<file path="config.mk">
export PLATFORM = sky130hd
export DESIGN_NAME = bus_io_decoder
export DESIGN_NICKNAME = d
export VERILOG_FILES = /design/src/rtl/bus_io_decoder_pkg.sv /design/src/rtl/iodec_strobe.sv /design/src/rtl/iodec_wr_capture.sv /design/src/rtl/iodec_dac12.sv /design/src/rtl/bus_io_decoder.sv
export SDC_FILE = /design/constraint.sdc
export NUM_CORES = 1
export LEC_CHECK = 0
export BUFFER_PORTS_ARGS = -buffer_cell sky130_fd_sc_hd__buf_2
export CAP_MARGIN = 15
export CORE_AREA = 2 2 63 65
export CTS_CLUSTER_DIAMETER = 60
export DETAILED_ROUTE_END_ITERATION = 12
export DIE_AREA = 0 0 65 67
export PLACE_DENSITY = 0.7
export SLEW_MARGIN = 20
export SYNTH_ARGS = -nofsm -noshare
export SYNTH_HDL_FRONTEND = slang
export SYNTH_SLANG_ARGS = --single-unit
export TNS_END_PERCENT = 30
</file>
<file path="constraint.sdc">
create_clock -name clk -period 1.5 [get_ports clk]
set_input_delay 0.225 -clock clk [delete_from_list [all_inputs] [get_ports clk]]
set_output_delay 0.225 -clock clk [all_outputs]
set_load 0.01 [all_outputs]
</file>
<file path="src/rtl/bus_io_decoder_pkg.sv">
package bus_io_decoder_pkg;
  typedef enum logic [2:0] {
    PG_DAC8  = 3'd0,
    PG_LCD   = 3'd1,
    PG_ADC   = 3'd2,
    PG_FREE3 = 3'd3,
    PG_LOAD  = 3'd4,
    PG_XFER  = 3'd5,
    PG_FREE6 = 3'd6,
    PG_FREE7 = 3'd7
  } page_t;

  // page number of a lower-half address
  function automatic page_t page_of(input logic [15:0] a);
    return page_t'(a[14:12]);
  endfunction

  // true when an address lies in the decoded lower half and no fetch is active
  function automatic logic io_window(input logic [15:0] a, input logic psen_n);
    return (a[15] == 1'b0) && psen_n;
  endfunction
endpackage

</file>
<file path="src/rtl/iodec_strobe.sv">
module iodec_strobe
  import bus_io_decoder_pkg::*;
(
  input  logic [15:0] addr,
  input  logic        rd_n,
  input  logic        wr_n,
  input  logic        psen_n,
  output logic        mem_rd_n,
  output logic        dac8_cs_n,
  output logic        lcd_en,
  output logic        lcd_rs,
  output logic        lcd_rw,
  output logic        adc_start_n,
  output logic        adc_rd_hi_n,
  output logic        adc_rd_lo_n
);
  logic  dec_en;
  page_t pg;

  always_comb begin
    dec_en   = io_window(addr, psen_n) && (!rd_n || !wr_n);
    pg       = page_of(addr);
    mem_rd_n = psen_n & rd_n;

    dac8_cs_n   = !(dec_en && pg == PG_DAC8 && !wr_n);
    lcd_en      = dec_en && pg == PG_LCD;
    lcd_rs      = lcd_en & addr[0];
    lcd_rw      = lcd_en & addr[1];
    adc_start_n = !(dec_en && pg == PG_ADC && !wr_n);
    adc_rd_hi_n = !(dec_en && pg == PG_ADC && !rd_n && wr_n && addr[0]);
    adc_rd_lo_n = !(dec_en && pg == PG_ADC && !rd_n && wr_n && !addr[0]);
  end
endmodule

</file>
<file path="src/rtl/iodec_wr_capture.sv">
module iodec_wr_capture #(
  parameter int ADDR_W = 16,
  parameter int DATA_W = 8
) (
  input  logic              clk,
  input  logic              rst_n,
  input  logic [ADDR_W-1:0] addr,
  input  logic [DATA_W-1:0] data,
  input  logic              wr_n,
  input  logic              psen_n,
  output logic              wr_done,
  output logic [ADDR_W-1:0] cap_addr,
  output logic [DATA_W-1:0] cap_data,
  output logic              cap_psen_n
);
  logic wr_n_q;

  always_ff @(posedge clk or negedge rst_n) begin
    if (!rst_n) begin
      wr_n_q     <= 1'b1;
      cap_addr   <= '0;
      cap_data   <= '0;
      cap_psen_n <= 1'b1;
    end else begin
      wr_n_q <= wr_n;
      if (!wr_n) begin
        cap_addr   <= addr;
        cap_data   <= data;
        cap_psen_n <= psen_n;
      end
    end
  end

  assign wr_done = wr_n && !wr_n_q;
endmodule

</file>
<file path="src/rtl/iodec_dac12.sv">
module iodec_dac12 #(
  parameter int DATA_W = 8,
  parameter int DAC_W  = 12
) (
  input  logic              clk,
  input  logic              rst_n,
  input  logic              load_evt,
  input  logic              load_hi,
  input  logic              xfer_evt,
  input  logic [DATA_W-1:0] wdata,
  output logic [DAC_W-1:0]  code
);
  localparam int HI_W = DAC_W - DATA_W;

  logic [DATA_W-1:0] lo_q;
  logic [HI_W-1:0]   hi_q;

  always_ff @(posedge clk or negedge rst_n) begin
    if (!rst_n) begin
      lo_q <= '0;
      hi_q <= '0;
      code <= '0;
    end else begin
      if (load_evt && !load_hi) lo_q <= wdata;
      if (load_evt && load_hi)  hi_q <= wdata[HI_W-1:0];
      if (xfer_evt)             code <= {hi_q, lo_q};
    end
  end
endmodule

</file>
<file path="src/rtl/bus_io_decoder.sv">
module bus_io_decoder
  import bus_io_decoder_pkg::*;
#(
  parameter int ADDR_W = 16,
  parameter int DATA_W = 8,
  parameter int DAC_W  = 12
) (
  input  logic              clk,
  input  logic              rst_n,
  input  logic [ADDR_W-1:0] bus_addr,
  input  logic [DATA_W-1:0] bus_data,
  input  logic              bus_rd_n,
  input  logic              bus_wr_n,
  input  logic              bus_psen_n,
  output logic              mem_rd_n,
  output logic              dac8_cs_n,
  output logic              lcd_en,
  output logic              lcd_rs,
  output logic              lcd_rw,
  output logic              adc_start_n,
  output logic              adc_rd_hi_n,
  output logic              adc_rd_lo_n,
  output logic [DAC_W-1:0]  dac12_code
);
  logic              wr_done;
  logic [ADDR_W-1:0] cap_addr;
  logic [DATA_W-1:0] cap_data;
  logic              cap_psen_n;
  logic              load_evt;
  logic              xfer_evt;

  iodec_strobe u_strobe (
    .addr        (bus_addr),
    .rd_n        (bus_rd_n),
    .wr_n        (bus_wr_n),
    .psen_n      (bus_psen_n),
    .mem_rd_n    (mem_rd_n),
    .dac8_cs_n   (dac8_cs_n),
    .lcd_en      (lcd_en),
    .lcd_rs      (lcd_rs),
    .lcd_rw      (lcd_rw),
    .adc_start_n (adc_start_n),
    .adc_rd_hi_n (adc_rd_hi_n),
    .adc_rd_lo_n (adc_rd_lo_n)
  );

  iodec_wr_capture #(.ADDR_W(ADDR_W), .DATA_W(DATA_W)) u_cap (
    .clk        (clk),
    .rst_n      (rst_n),
    .addr       (bus_addr),
    .data       (bus_data),
    .wr_n       (bus_wr_n),
    .psen_n     (bus_psen_n),
    .wr_done    (wr_done),
    .cap_addr   (cap_addr),
    .cap_data   (cap_data),
    .cap_psen_n (cap_psen_n)
  );

  // register events: a completed write inside the decoded window
  always_comb begin
    load_evt = wr_done && io_window(cap_addr, cap_psen_n) && page_of(cap_addr) == PG_LOAD;
    xfer_evt = wr_done && io_window(cap_addr, cap_psen_n) && page_of(cap_addr) == PG_XFER;
  end

  iodec_dac12 #(.DATA_W(DATA_W), .DAC_W(DAC_W)) u_dac12 (
    .clk      (clk),
    .rst_n    (rst_n),
    .load_evt (load_evt),
    .load_hi  (cap_addr[0]),
    .xfer_evt (xfer_evt),
    .wdata    (cap_data),
    .code     (dac12_code)
  );
endmodule

</file>
**Yosys cells after proc, flatten, opt, wreduce, memory -nomap -nowiden**

Cells that the tools add are included.

- Flip-flop bits (word level): 50
- Bits of input ports: 29
- Logic and storage cells: 45
- Output and inout port bits: 20

- Bitwise logic cells: 5
- Equality and inequality tests: 4
- Reduce and logical (&&, ||, !) cells: 29

Operators with widths:

| operator | number |
|---|---|
| 1-bit logical AND | 18 |
| 1-bit logical NOT | 9 |
| 3-bit equality test, second input constant | 2 |
| 1-bit AND | 3 |
| 3-bit by 1-bit equality test with 1-bit output, second input constant | 1 |
| 3-bit by 2-bit equality test with 1-bit output, second input constant | 1 |
| 3-bit logical NOT | 1 |
| 1-bit inverter | 2 |
| 1-bit logical OR | 1 |

**Logic depth before layout (Yosys ltp)**

- Depth after elaboration: 8
- Mapped depth: 4
- Depth with buffers taken out: 3

**By module**

From an unflattened synthesis, not the netlist that was laid out.

- Cells, all modules: 126
- Area total of the unflattened synthesis: 2185.8 µm²

By module, submodules not included:

| module | seq. area each (µm²) | area an instance (µm²) | cells each | instances |
|---|---|---|---|---|
| iodec_wr_capture | 653.1 | 1063.5 | 55 | 1 |
| iodec_dac12 | 600.6 | 937.1 | 52 | 1 |
| iodec_strobe | 0.0 | 155.1 | 16 | 1 |
| bus_io_decoder | 0.0 | 30.0 | 3 | 1 |

**Worst setup path after synthesis**

OpenSTA, ideal clock, no wires.

- Kind: input to output
- Start point: input bus_addr[15]
- End point: output lcd_rs
- Cell stages on the path: 3
- Data required time: 1275 ps
- Data arrival time: 1532 ps
- Setup slack: -257 ps
- Path through: or4b_2 -> a211oi_1 -> and2_1

- Cells in the longest elaborated chain, start to end: 5

RTL lines:

| what | line | source |
|---|---|---|
| start, declared | bus_io_decoder.sv:10 | `input logic [ADDR_W-1:0] bus_addr,` |
| 1-bit inverter | bus_io_decoder_pkg.sv:20 | `return (a[15] == 1'b0) && psen_n;` |
| 1-bit logical AND | bus_io_decoder_pkg.sv:20 |  |
| 1-bit logical AND | iodec_strobe.sv:21 | `dec_en = io_window(addr, psen_n) && (!rd_n \|\| !wr_n);` |
| 1-bit logical AND | iodec_strobe.sv:26 | `lcd_en = dec_en && pg == PG_LCD;` |
| net lcd_en | bus_io_decoder.sv:17 | `output logic lcd_en,` |
| 1-bit AND | iodec_strobe.sv:27 | `lcd_rs = lcd_en & addr[0];` |
| end, declared | bus_io_decoder.sv:18 | `output logic lcd_rs,` |

The timed path passes the listed nets, and every way through them passes these cells.

**Final worst setup path**

- Start point: register u_cap.cap_addr[15]
- End point: register u_dac12.lo_q[6]

- Cells in the longest elaborated chain, start to end: 5

RTL lines:

| what | line | source |
|---|---|---|
| start, declared | iodec_wr_capture.sv:12 | `output logic [ADDR_W-1:0] cap_addr,` |
| start signal, assigned | iodec_wr_capture.sv:27 | `cap_addr <= addr;` |
| 1-bit inverter | bus_io_decoder_pkg.sv:20 |  |
| 1-bit logical AND | bus_io_decoder_pkg.sv:20 |  |
| 1-bit logical AND (2 in a row) | bus_io_decoder.sv:62 | `load_evt = wr_done && io_window(cap_addr, cap_psen_n) && page_of(cap_addr) == PG_LOAD;` |
| 1-bit logical AND | iodec_dac12.sv:24 | `if (load_evt && !load_hi) lo_q <= wdata;` |
| end signal, assigned | iodec_dac12.sv:24 |  |
| end, declared | iodec_dac12.sv:15 | `logic [DATA_W-1:0] lo_q;` |

No other way between the ends.
A chain may end at the register's enable or synchronous reset.

==> reports/metrics.yaml <==
placed_area_um2: 1960
synth_cell_types: 23
start_util_pct: 44.1
end_kind: "flop"
postSynthCellCount: 103
setup-tns-final_ps: -3730
post_cts_buffers: 0
synthToLayoutAreaGrowth_pct: 36.3
max_cap_viol_count: 0
clock_sinks: 39
die_area_um2: 4360
detail-route-antenna-nets: 0
switchingPower_mw: 0.491
drc: 0
io_buffers: 38
clock_skew_ps: 4.93
finalSetupViolations: 29
hold_viol_final: 0
wl_met3_um: 168
grt_first_pass_wirelength_um: 5040
slew_headroom_pct: 69.2
drtIter0Drc: 41
start_kind: "flop"
clkTransAtPathRegs_ps: 70
io_pins: 49
layout-drive-gt1-share_pct: 66.7
core_um2: 3610
synth_nets: 132
nFillCells: 284
grt_overflow: 0
stdcell_area_um2: 2170
wl_met2_um: 1550
cts-root-buf: "clkbuf_8"
n_antenna_cell: 0
hold_slack_ps: 167
grt_pass1_vias: 1137
gp_congestion: 0.727
rsz0062_at_grt: "true"
vias: 1026
dp.cells: 201
cts_tree: "done"
p_comb_share_pct: 12.2
synth_top_area_share_pct: 58.2
fin_cells: 210
row_count: 22
clockBufferDepth: 2
htree_levels: 2
clk_latency_ps: 290
dp_hpwl_um: 2150
synth_area_leader_cell: "dfrtp_1"
viasPerCell: 4.89
internal-power_mw: 1.63
first_pass_iters: 3
grt_max_degree: 40
dpl_worst_slack_ps: -265
seqPwrFrac_pct: 56.7
layout_common_cells: "37 x dfrtp_1, 36 x buf_2, 24 x mux2_4"
wl_per_cell_um: 14.4
cp.required_ps: 1670
nets: 190
ir_worst_vdd_mv: 0.328
status: "finished with violations"
ys_seq_area_share_pct: 61.5
criticalPathCategory: "reg -> reg"
fp.dieW_um: 65
numCtsBuffers: 5
syn_area_um2: 1590
cp_data_arrival_time_ps: 1910
p_per_area_nw_per_um2: 978
grtUsageTotal_pct: 15.9
grt_antenna_before_repair: 0
timing.final.crit_share_pct: 116
synthTopCellsByArea: "dfrtp_1 58%, mux2_2 19%, mux2_4 7.6%"
mostFrequentLayoutCell: "dfrtp_1"
violations: "setup timing"
yosys_warnings: 0
syn_avg_cell_area_um2: 15.4
swShare_pct: 23.2
critPathMaxFanout: 6
clockPowerShare_pct: 31.0
min_period_ps: 1750
drt-met1-wl_um: 1220
leakage_nw: 1.10
min_path_type: "in -> reg"
fmax_mhz: 573
die_h_um: 67
slew_violations: 0
fin_ws_ps: -245
top_layer: "met4"
worstMarginPinSlew_ps: 462
ys_ff_latch: 39
finalWirelength_um: 3020
critical path, cell delays in order, from the launching register on:
cell and delay [ps]:
dfrtp_1 390, nor4b_2 280, or4b_4 500, buf_6 160, mux2_4 290
registers in the layout (all words and copies together) (netlist names):
name              cells
u_cap.cap_data        8
u_cap.wr_n_q          1
u_cap.cap_addr        5
u_dac12.lo_q          8
u_dac12.hi_q          4
u_cap.cap_psen_n      1
u_dac12.code         12
cell type report:
cell class	instances	area, um2	area share, %
Clock buffer	5	68.8	3.18
Clock inverter	3	15.0	0.693
Inverter	4	15.0	0.693
Multi-Input combinational cell	56	678	31.3
Sequential cell	39	978	45.2
Tap cell	48	60.1	2.77
Timing Repair Buffer	55	352	16.2
layer usage:
layer,global-route usage (%),up-vias
li1,-,478
met1,16.8,509
met2,28.2,32
met3,5.07,7
met4,8.78,0
met5,0,-
power by group through the flow:
stage	Sequential, mW	Combinational [mW]	Clock [mW]
2_1_floorplan	1.20	0.127	0
3_3_place_gp	1.21	0.227	0
3_5_place_dp	1.22	0.237	0
4_1_cts	1.20	0.250	0.681
5_1_grt	1.21	0.284	0.739
6_report	1.20	0.260	0.658
through the flow:
step / util, % / total power, mW
2_1_floorplan: - / 1.33
4_1_cts: 58.7 / 2.13
6_report: 60.1 / 2.12
3_3_place_gp: 54.2 / 1.44
5_1_grt: 60.1 / 2.24
3_5_place_dp: 54.2 / 1.45
repair_timing:
action,in CTS,in global routing
hold buffers,1,0
pin swaps,5,1
cloned,0,0
endpoints found under the hold margin,37,0
endpoints found under the setup margin,30,30
resized for setup,18,11
kinds of logic after synthesis:
group / after synthesis / share of synthesized area [%]
DFF: 39 / 61.5
muxes: 35 / 26.7
and+or+nand+nor: 17 / 7.95
buffers and inverters: 8 / 2.44
AOI/OAI and AO/OA: 4 / 1.42
final timing paths:
| kind | to | from | slack (ps) | depth (start not counted) |
|---|---|---|---|---|
| max in group asynchronous | u_cap.cap_psen_n$_DFFE_PN1N_ | rst_n | 640 | 3 |
| worst min-delay path | u_cap.cap_data[6]$_DFFE_PN0N_ | bus_data[6] | 170 | 2 |
| worst min register to register | u_dac12.lo_q[5]$_DFFE_PN0P_ | u_cap.cap_data[5]$_DFFE_PN0N_ | 510 | 1 |
| min in group asynchronous | u_cap.cap_data[6]$_DFFE_PN0N_ | rst_n | 510 | 3 |
| worst max register to register | u_dac12.lo_q[6]$_DFFE_PN0P_ | u_cap.cap_addr[15]$_DFFE_PN0N_ | -250 | 4 |
| worst max-delay path | u_dac12.lo_q[6]$_DFFE_PN0P_ | u_cap.cap_addr[15]$_DFFE_PN0N_ | -250 | 4 |
cells in the mapped netlist:
cell / instances
nand3_1: 1
a211oi_1: 1
and2_1: 3
buf_2: 1
or4b_2: 1
or4b_1: 1
and4_1: 1
nor3b_1: 1
and4bb_2: 1
mux2_2: 27
buf_6: 1
dfstp_2: 2
buf_1: 1
clkbuf_1: 1
or4_1: 2
or3_1: 1
inv_1: 4
nand2b_1: 1
o21ai_0: 3
nand2_1: 3
nor4b_2: 1
dfrtp_1: 37
mux2_4: 8
Power figures use the tool's default switching activity.
